--- config.mk ---
export PLATFORM = sky130hd
export DESIGN_NAME = vp_runstop_ctl
export DESIGN_NICKNAME = d
export VERILOG_FILES = /design/src/rtl/vpc_pkg.sv /design/src/rtl/vpc_decode.sv /design/src/rtl/vpc_run_core.sv /design/src/rtl/vp_runstop_ctl.sv
export SDC_FILE = /design/constraint.sdc
export NUM_CORES = 1
export LEC_CHECK = 0
export ABC_AREA = 1
export BUFFER_PORTS_ARGS = -buffer_cell sky130_fd_sc_hd__clkbuf_2
export CORE_MARGIN = 2
export CORE_UTILIZATION = 23
export DETAILED_ROUTE_END_ITERATION = 7
export GPL_ROUTABILITY_DRIVEN = 0
export PLACE_DENSITY_LB_ADDON = 0.08
export SYNTH_ARGS = -nofsm -noshare
export SYNTH_HDL_FRONTEND = slang
export SYNTH_SLANG_ARGS = --single-unit
--- constraint.sdc ---
create_clock -name clk -period 0.9 [get_ports clk]
set_input_delay 0.045 -clock clk [delete_from_list [all_inputs] [get_ports clk]]
set_output_delay 0.045 -clock clk [all_outputs]
set_load 0.02 [all_outputs]
--- src/rtl/vpc_pkg.sv ---
package vpc_pkg;
  localparam int unsigned DATA_W   = 64;
  localparam logic [7:0]  OFS_STOP = 8'h20;
  localparam logic [7:0]  OFS_RUN  = 8'h28;
  localparam logic [7:0]  OFS_STAT = 8'h30;

  typedef enum logic [1:0] {
    SEL_NONE,
    SEL_RUN,
    SEL_STOP,
    SEL_STAT
  } sel_e;

  // mask of the VPs that exist
  function automatic logic [DATA_W-1:0] vp_mask(input int unsigned n);
    if (n >= DATA_W) return '1;
    return (64'd1 << n) - 64'd1;
  endfunction

  // VPs a run request may start: requested, present, idle, not pending
  function automatic logic [DATA_W-1:0] start_set(
    input logic [DATA_W-1:0] mask,
    input logic [DATA_W-1:0] req,
    input logic [DATA_W-1:0] running,
    input logic [DATA_W-1:0] pending
  );
    return req & mask & ~(running | pending);
  endfunction

  // VPs a stop request may halt: requested, present, running
  function automatic logic [DATA_W-1:0] stop_set(
    input logic [DATA_W-1:0] mask,
    input logic [DATA_W-1:0] req,
    input logic [DATA_W-1:0] running
  );
    return req & mask & running;
  endfunction
endpackage

--- src/rtl/vpc_decode.sv ---
module vpc_decode
  import vpc_pkg::*;
#(
  parameter int unsigned ADDR_W = 12
) (
  input  logic [ADDR_W-1:0] addr,
  input  logic              wr_en,
  input  logic              rd_en,
  output logic              run_wr,
  output logic              stop_wr,
  output logic              stat_rd
);
  sel_e sel;
  logic upper_zero;

  // bit 8 selects the window; every higher bit must be clear
  assign upper_zero = ((addr >> 9) == '0);

  always_comb begin
    sel = SEL_NONE;
    if (upper_zero) begin
      unique case (addr[7:0])
        OFS_RUN:  sel = SEL_RUN;
        OFS_STOP: sel = SEL_STOP;
        OFS_STAT: sel = SEL_STAT;
        default:  sel = SEL_NONE;
      endcase
    end
  end

  assign run_wr  = wr_en && (sel == SEL_RUN);
  assign stop_wr = wr_en && (sel == SEL_STOP);
  assign stat_rd = rd_en && (sel == SEL_STAT);
endmodule

--- src/rtl/vpc_run_core.sv ---
module vpc_run_core
  import vpc_pkg::*;
#(
  parameter int unsigned       NUM_VP        = 1,
  parameter logic [DATA_W-1:0] START_RUNNING = 64'h1
) (
  input  logic              clk,
  input  logic              rst_n,
  input  logic              run_wr,
  input  logic              stop_wr,
  input  logic [DATA_W-1:0] wdata,
  output logic [DATA_W-1:0] running,
  output logic [NUM_VP-1:0] vp_reset,
  output logic [NUM_VP-1:0] vp_halt
);
  localparam logic [DATA_W-1:0] MASK = vp_mask(NUM_VP);

  logic [NUM_VP-1:0] run_q, rst_q, halt_q;
  logic              boot_q;
  logic [DATA_W-1:0] run64, rst64, req_run, start64, stop64;
  logic [NUM_VP-1:0] start_now, stop_now;

  always_comb begin
    run64 = '0;
    rst64 = '0;
    run64[NUM_VP-1:0] = run_q;
    rst64[NUM_VP-1:0] = rst_q;
  end

  // the boot set enters through the same path as a bus run write
  assign req_run   = (boot_q ? START_RUNNING : '0) | (run_wr ? wdata : '0);
  assign start64   = start_set(MASK, req_run, run64, rst64);
  assign stop64    = stop_wr ? stop_set(MASK, wdata, run64) : '0;
  assign start_now = start64[NUM_VP-1:0];
  assign stop_now  = stop64[NUM_VP-1:0];

  always_ff @(posedge clk) begin
    if (!rst_n) begin
      run_q  <= '0;
      rst_q  <= '0;
      halt_q <= '0;
      boot_q <= 1'b1;
    end else begin
      boot_q <= 1'b0;
      rst_q  <= start_now;
      halt_q <= stop_now;
      run_q  <= (run_q & ~stop_now) | rst_q;
    end
  end

  assign running  = run64;
  assign vp_reset = rst_q;
  assign vp_halt  = halt_q;


  reset_pulse_single_chk: assert property (@(posedge clk) disable iff (!rst_n)
    (rst_q != '0) |=> ((rst_q & $past(rst_q)) == '0));

  reset_only_idle_chk: assert property (@(posedge clk) disable iff (!rst_n)
    ((rst_q & run_q) == '0));

  run_after_pulse_chk: assert property (@(posedge clk) disable iff (!rst_n)
    (rst_q != '0) |=> ((run_q & $past(rst_q)) == $past(rst_q)));

  halt_clears_run_chk: assert property (@(posedge clk) disable iff (!rst_n)
    (halt_q != '0) |-> ((halt_q & run_q) == '0));

  halt_only_running_chk: assert property (@(posedge clk) disable iff (!rst_n)
    (halt_q != '0) |-> (($past(run_q) & halt_q) == halt_q));

  reset_halt_disjoint_chk: assert property (@(posedge clk) disable iff (!rst_n)
    ((rst_q & halt_q) == '0));
endmodule

--- src/rtl/vp_runstop_ctl.sv ---
module vp_runstop_ctl
  import vpc_pkg::*;
#(
  parameter int unsigned       NUM_VP        = 1,
  parameter logic [DATA_W-1:0] START_RUNNING = 64'h1,
  parameter int unsigned       ADDR_W        = 12
) (
  input  logic              clk,
  input  logic              rst_n,
  input  logic [ADDR_W-1:0] addr,
  input  logic [63:0]       wdata,
  input  logic              wr_en,
  input  logic              rd_en,
  output logic [63:0]       rdata,
  output logic [NUM_VP-1:0] vp_reset,
  output logic [NUM_VP-1:0] vp_halt
);
  localparam logic [DATA_W-1:0] MASK = vp_mask(NUM_VP);

  // the boot set must name existing VPs only
  if (START_RUNNING > MASK) begin : g_bad_start
    $error("START_RUNNING exceeds the valid VP mask");
  end
  if (NUM_VP < 1 || NUM_VP > DATA_W) begin : g_bad_count
    $error("NUM_VP must lie in 1..64");
  end
  if (ADDR_W < 9) begin : g_bad_addr
    $error("ADDR_W must cover both windows");
  end

  logic              run_wr, stop_wr, stat_rd;
  logic [DATA_W-1:0] running;

  vpc_decode #(.ADDR_W(ADDR_W)) u_dec (
    .addr    (addr),
    .wr_en   (wr_en),
    .rd_en   (rd_en),
    .run_wr  (run_wr),
    .stop_wr (stop_wr),
    .stat_rd (stat_rd)
  );

  vpc_run_core #(.NUM_VP(NUM_VP), .START_RUNNING(START_RUNNING)) u_core (
    .clk      (clk),
    .rst_n    (rst_n),
    .run_wr   (run_wr),
    .stop_wr  (stop_wr),
    .wdata    (wdata),
    .running  (running),
    .vp_reset (vp_reset),
    .vp_halt  (vp_halt)
  );

  assign rdata = stat_rd ? running : '0;


  rdata_in_mask_chk: assert property (@(posedge clk) disable iff (!rst_n)
    ((rdata & ~MASK) == '0));

  one_target_chk: assert property (@(posedge clk) disable iff (!rst_n)
    $onehot0({run_wr, stop_wr}));
endmodule

# Word level (Yosys, flattened, before mapping)
# Index checks and enable logic that the tools add are counted.
# op_classes
eq_ne	6
n_mux	7
bitwise_logic	8
n_reduce_logical	4
# op_table
op	n
8-bit by 6-bit equality test with 1-bit output, second input constant	3
12-bit logical NOT	1
2-bit case mux with 3 select lines	1
1-bit 2-to-1 mux	5
2-bit equality test, second input constant	2
1-bit AND	3
1-bit logical AND	3
1-bit OR	3
2-bit by 1-bit equality test with 1-bit output, second input constant	1
2-bit 2-to-1 mux	1
1-bit NOT	2
# word_totals
regBits	4
inputBits	80
out_inout_bits	66
wordCells	29

# Longest topological paths before layout
# logic_depth
word_depth	9
ltp_mapped	7
mapped_depth_nobuf	7

# By module
# A second synthesis with hierarchy kept.
# hier_totals
hier_cells	241
area_unflattened_um2	1286.2
# modules_own_cells
module	instances	cells_per_inst	area_each_um2	seq_area_each_um2
vpc_run_core	1	79	605.6	80.1
vp_runstop_ctl	1	135	555.5	0.0
vpc_decode	1	27	125.1	0.0

# Worst setup path after synthesis
# Ideal clock, no wire load.
# synth_path
path_type	register -> output
from	register u_core.run_q
to	output rdata[0]
arrival_time_ns	1.065
required_time_ns	0.855
setup_slack_ns	-0.210
path_stages_with_launch	5
path_buffers	0
cell_sequence	dfxtp_1 nand2_1 nor2_1 nand3_1 nor3_1
# synth_via
elab_chain_len	1
# synth_rtl
element	line_no	rtl
from (decl)	vpc_run_core.sv:18	logic [NUM_VP-1:0] run_q, rst_q, halt_q;
from (signal assigned)	vpc_run_core.sv:47	run_q <= (run_q & ~stop_now) | rst_q;
1-bit 2-to-1 mux	vp_runstop_ctl.sv:54	assign rdata = stat_rd ? running : '0;
to (decl)	vp_runstop_ctl.sv:14	output logic [63:0] rdata,
# No other way between the ends.

# Final worst setup path
# layout_path
from	register u_core.run_q
to	register u_core.run_q
# layout_via
elab_chain_len	5
# layout_rtl
element	line_no	rtl
1-bit AND	vpc_pkg.sv:36	return req & mask & running;
1-bit 2-to-1 mux	vpc_run_core.sv:33	assign stop64 = stop_wr ? stop_set(MASK, wdata, run64) : '0;
1-bit NOT	vpc_run_core.sv:47	
1-bit AND *	vpc_run_core.sv:47	
1-bit OR *	vpc_run_core.sv:47	
# Every way passes the cells marked *; elsewhere a longest branch is shown, timed or not.
# A chain may end at the register's enable or synchronous reset.

==> metrics.md <==
| Metric | Value |
|---|---|
| Die area | `3750 µm²` |
| Critical-path maximum fanout | `2` |
| Min Hold Slack | `52.8 ps` |
| Core Area | `3080 µm²` |
| Routed vias | `490` |
| CTS Buffer Depth | `2` |
| Max Cap Viol | `0` |
| CTS H-Tree Depth | `1` |
| Final instance count without filler cells | `176` |
| Mapped Cells | `105` |
| Cells on Worst Hold Path | `2` |
| Reg-to-reg endpoint | `u_core.run_q$_SDFF_PN0_` |
| Lkg Pwr | `0.000468 µW` |
| Synth area leaders | `buf_4, dfxtp_1, nor2_2` |
| Die W | `61.3 µm` |
| Share of cells above drive strength 1 | `0.348` |
| Cell taking the most area after synthesis | `buf_4` |
| Synth Cell Area | `754 µm²` |
| Area share of the largest cell type after synthesis | `0.627` |
| Status | `finished, violations left` |
| Antenna violation net count after detailed routing | `0` |
| Via-per-instance ratio | `2.78` |
| Cts bufs inserted | `3` |
| Port Buffers | `18` |
| Initial antenna violation count | `0` |
| Worst Slack Setup Final | `-260 ps` |
| Worst Skew | `3.11 ps` |
| Final setup fails | `3` |
| DR pass1 iterations | `4` |
| Minimum clock period | `1160 ps` |
| Starting Density | `0.245` |
| Largest net degree at the start of global routing | `5` |
| Violated checks | `negative setup slack` |
| Power Density | `958 nW/µm²` |
| Clock power share | `0.292` |
| Flop pwr share | `0.253` |
| Crit end category | `register` |
| Maximum clock frequency | `862 MHz` |
| # DRC | `0` |
| Reg2reg path depth | `8` |
| Tot Pwr | `764 µW` |
| Clock Tree Root | `clkbuf_4` |
| Total grt overflow | `0` |
| Ys Warns | `0` |
| # rows | `20` |
| Crit path DAT | `1280 ps` |
| Clock tree sinks | `4` |
| Reg area | `81.3 µm²` |
| WP data required | `1020 ps` |
| R2R Setup Slk | `-260 ps` |
| GR Util All Layers | `0.0505` |
| Drt total wl | `1040 µm` |
| Final Max Tran Viols | `0` |
| Clock transition at the registers of the reported paths | `40 ps` |
| Placed Cells | `170` |
| Period utilization | `1.29` |
| Antenna cell count | `0` |
| Sw power | `370 µW` |
| Area grow syn2layout | `5.64%` |
| DRT iter0 DRCs | `15` |
| Min-Delay Endpoint | `u_core.boot_q$_DFF_P_` |
| I/O Pins | `146` |
| Hold Path Class | `input pin to register` |
| Switching part of the total power | `0.484` |
| Hold_buf cts | `0` |
| Fill cells | `349` |
| CTS tree | `yes` |
| Gate power share | `0.455` |
| Unrepaired setup endpoints after global routing | `true` |
| Vias in the first global route | `360` |
| First-pass GRT wire length | `1320 µm` |
| Multi-input gate area in the final layout | `445 µm²` |
| Critical path type | `register to register` |
| Die Ht | `61.3 µm` |
| Post-detail-place hpwl | `932 µm` |
| Synthesized flop and latch total | `4` |
| Pint | `394 µW` |
| Setup TNS | `-676 ps` |
| Critical R2R Launch | `u_core.run_q$_SDFF_PN0_` |
| Hold Fails Final Rpt | `0` |
| Post-synthesis sequential area ratio | `0.106` |
| Worst-skew pair later-pin latency | `230 ps` |
| Critical Path Source Type | `register` |
| Routed len/inst | `5.89 µm` |
| Worst VDD drop | `0.204 mV` |
| Layout Nets | `214` |
| Hold path start | `rst_n` |
| Average cell area after synthesis | `7.19 µm²` |
| Unique cell type count in the Yosys netlist | `18` |
[power groups by stage]
stage | clock network, µW | logic, µW | registers, µW
floorplan | 0 | 483 | 199
global placement | 0 | 337 | 195
detailed placement | 0 | 336 | 196
CTS | 236 | 341 | 193
global route | 256 | 381 | 194
finish | 223 | 348 | 193
[cell type report]
class	count	share of cell area
clock buffer	3	0.0283
timing repair buffer	25	0.199
multi-input combinational	91	0.559
inverter	9	0.0424
sequential	4	0.102
tap	44	0.0691
[cell families after synthesis]
| kind of cell | after synthesis | synth area share |
|---|---|---|
| buffers and inverters | 72 | 0.672 |
| AND/OR/NAND/NOR | 25 | 0.192 |
| flip-flops | 4 | 0.106 |
| AO/OA/AOI/OAI | 3 | 0.0249 |
| other | 1 | 0.00497 |
[synthesized netlist by cell type (all sizes together)]
master	instances
o21ai	1
clkinv	1
inv	8
dfxtp	4
conb	1
nor3	2
a21oi	2
nor2	11
nand3	3
buf	63
nand2	9
[layout by cell type, fill, tap and decap left out, drive strengths merged]
cell type,Yosys,routed
a21oi,2,2
buf,63,7
clkbuf,0,21
clkinv,1,1
conb,1,63
dfxtp,4,4
inv,8,8
nand2,9,9
nand3,3,3
nor2,11,11
nor3,2,2
o21ai,1,1
[state kept, by name (all words and copies together), names as in the netlist]
register	cells
u_core.boot_q	1
u_core.run_q	1
u_core.vp_halt	1
u_core.vp_reset	1
[worst max-delay path by stage]
stage,start,to
2_1_floorplan,u_core.run_q$_SDFF_PN0_,rdata[0]
3_5_place_dp,u_core.run_q$_SDFF_PN0_,rdata[0]
3_3_place_gp,u_core.run_q$_SDFF_PN0_,rdata[0]
6_report,u_core.run_q$_SDFF_PN0_,u_core.run_q$_SDFF_PN0_
4_1_cts,u_core.run_q$_SDFF_PN0_,rdata[0]
5_1_grt,u_core.run_q$_SDFF_PN0_,rdata[0]
[critical path, cell delays in order, from the launching register on]
cell and delay, ps:
dfxtp_2 320, nand2_2 60, nor2_4 110, buf_4 110, buf_6 80, buf_6 80
nand3_4 90, nor2_4 130, a21oi_2 50
[metrics by stage]
stage               area, µm²  utilization  setup WS (ps)
floorplan                1010            -           4.97
global placement          709        0.230          -86.4
detailed placement        709        0.230          -88.1
CTS                       771        0.250           -270
global route              797        0.259           -335
finish                    797        0.259           -260
[repair_timing]
action	4_1_cts	5_1_grt
resized for setup	4	5
pin swaps	4	2
setup endpoints to repair	2	3
setup buffers	3	2
[metal layers]
metal	vias up	track usage	wire length [µm]
met3	0	0.0126	130
met2	44	0.0851	601
met4	0	0.0466	0
met5	-	0	0
li1	242	-	-
met1	204	0.0504	305
Power figures use the tool's default switching activity.
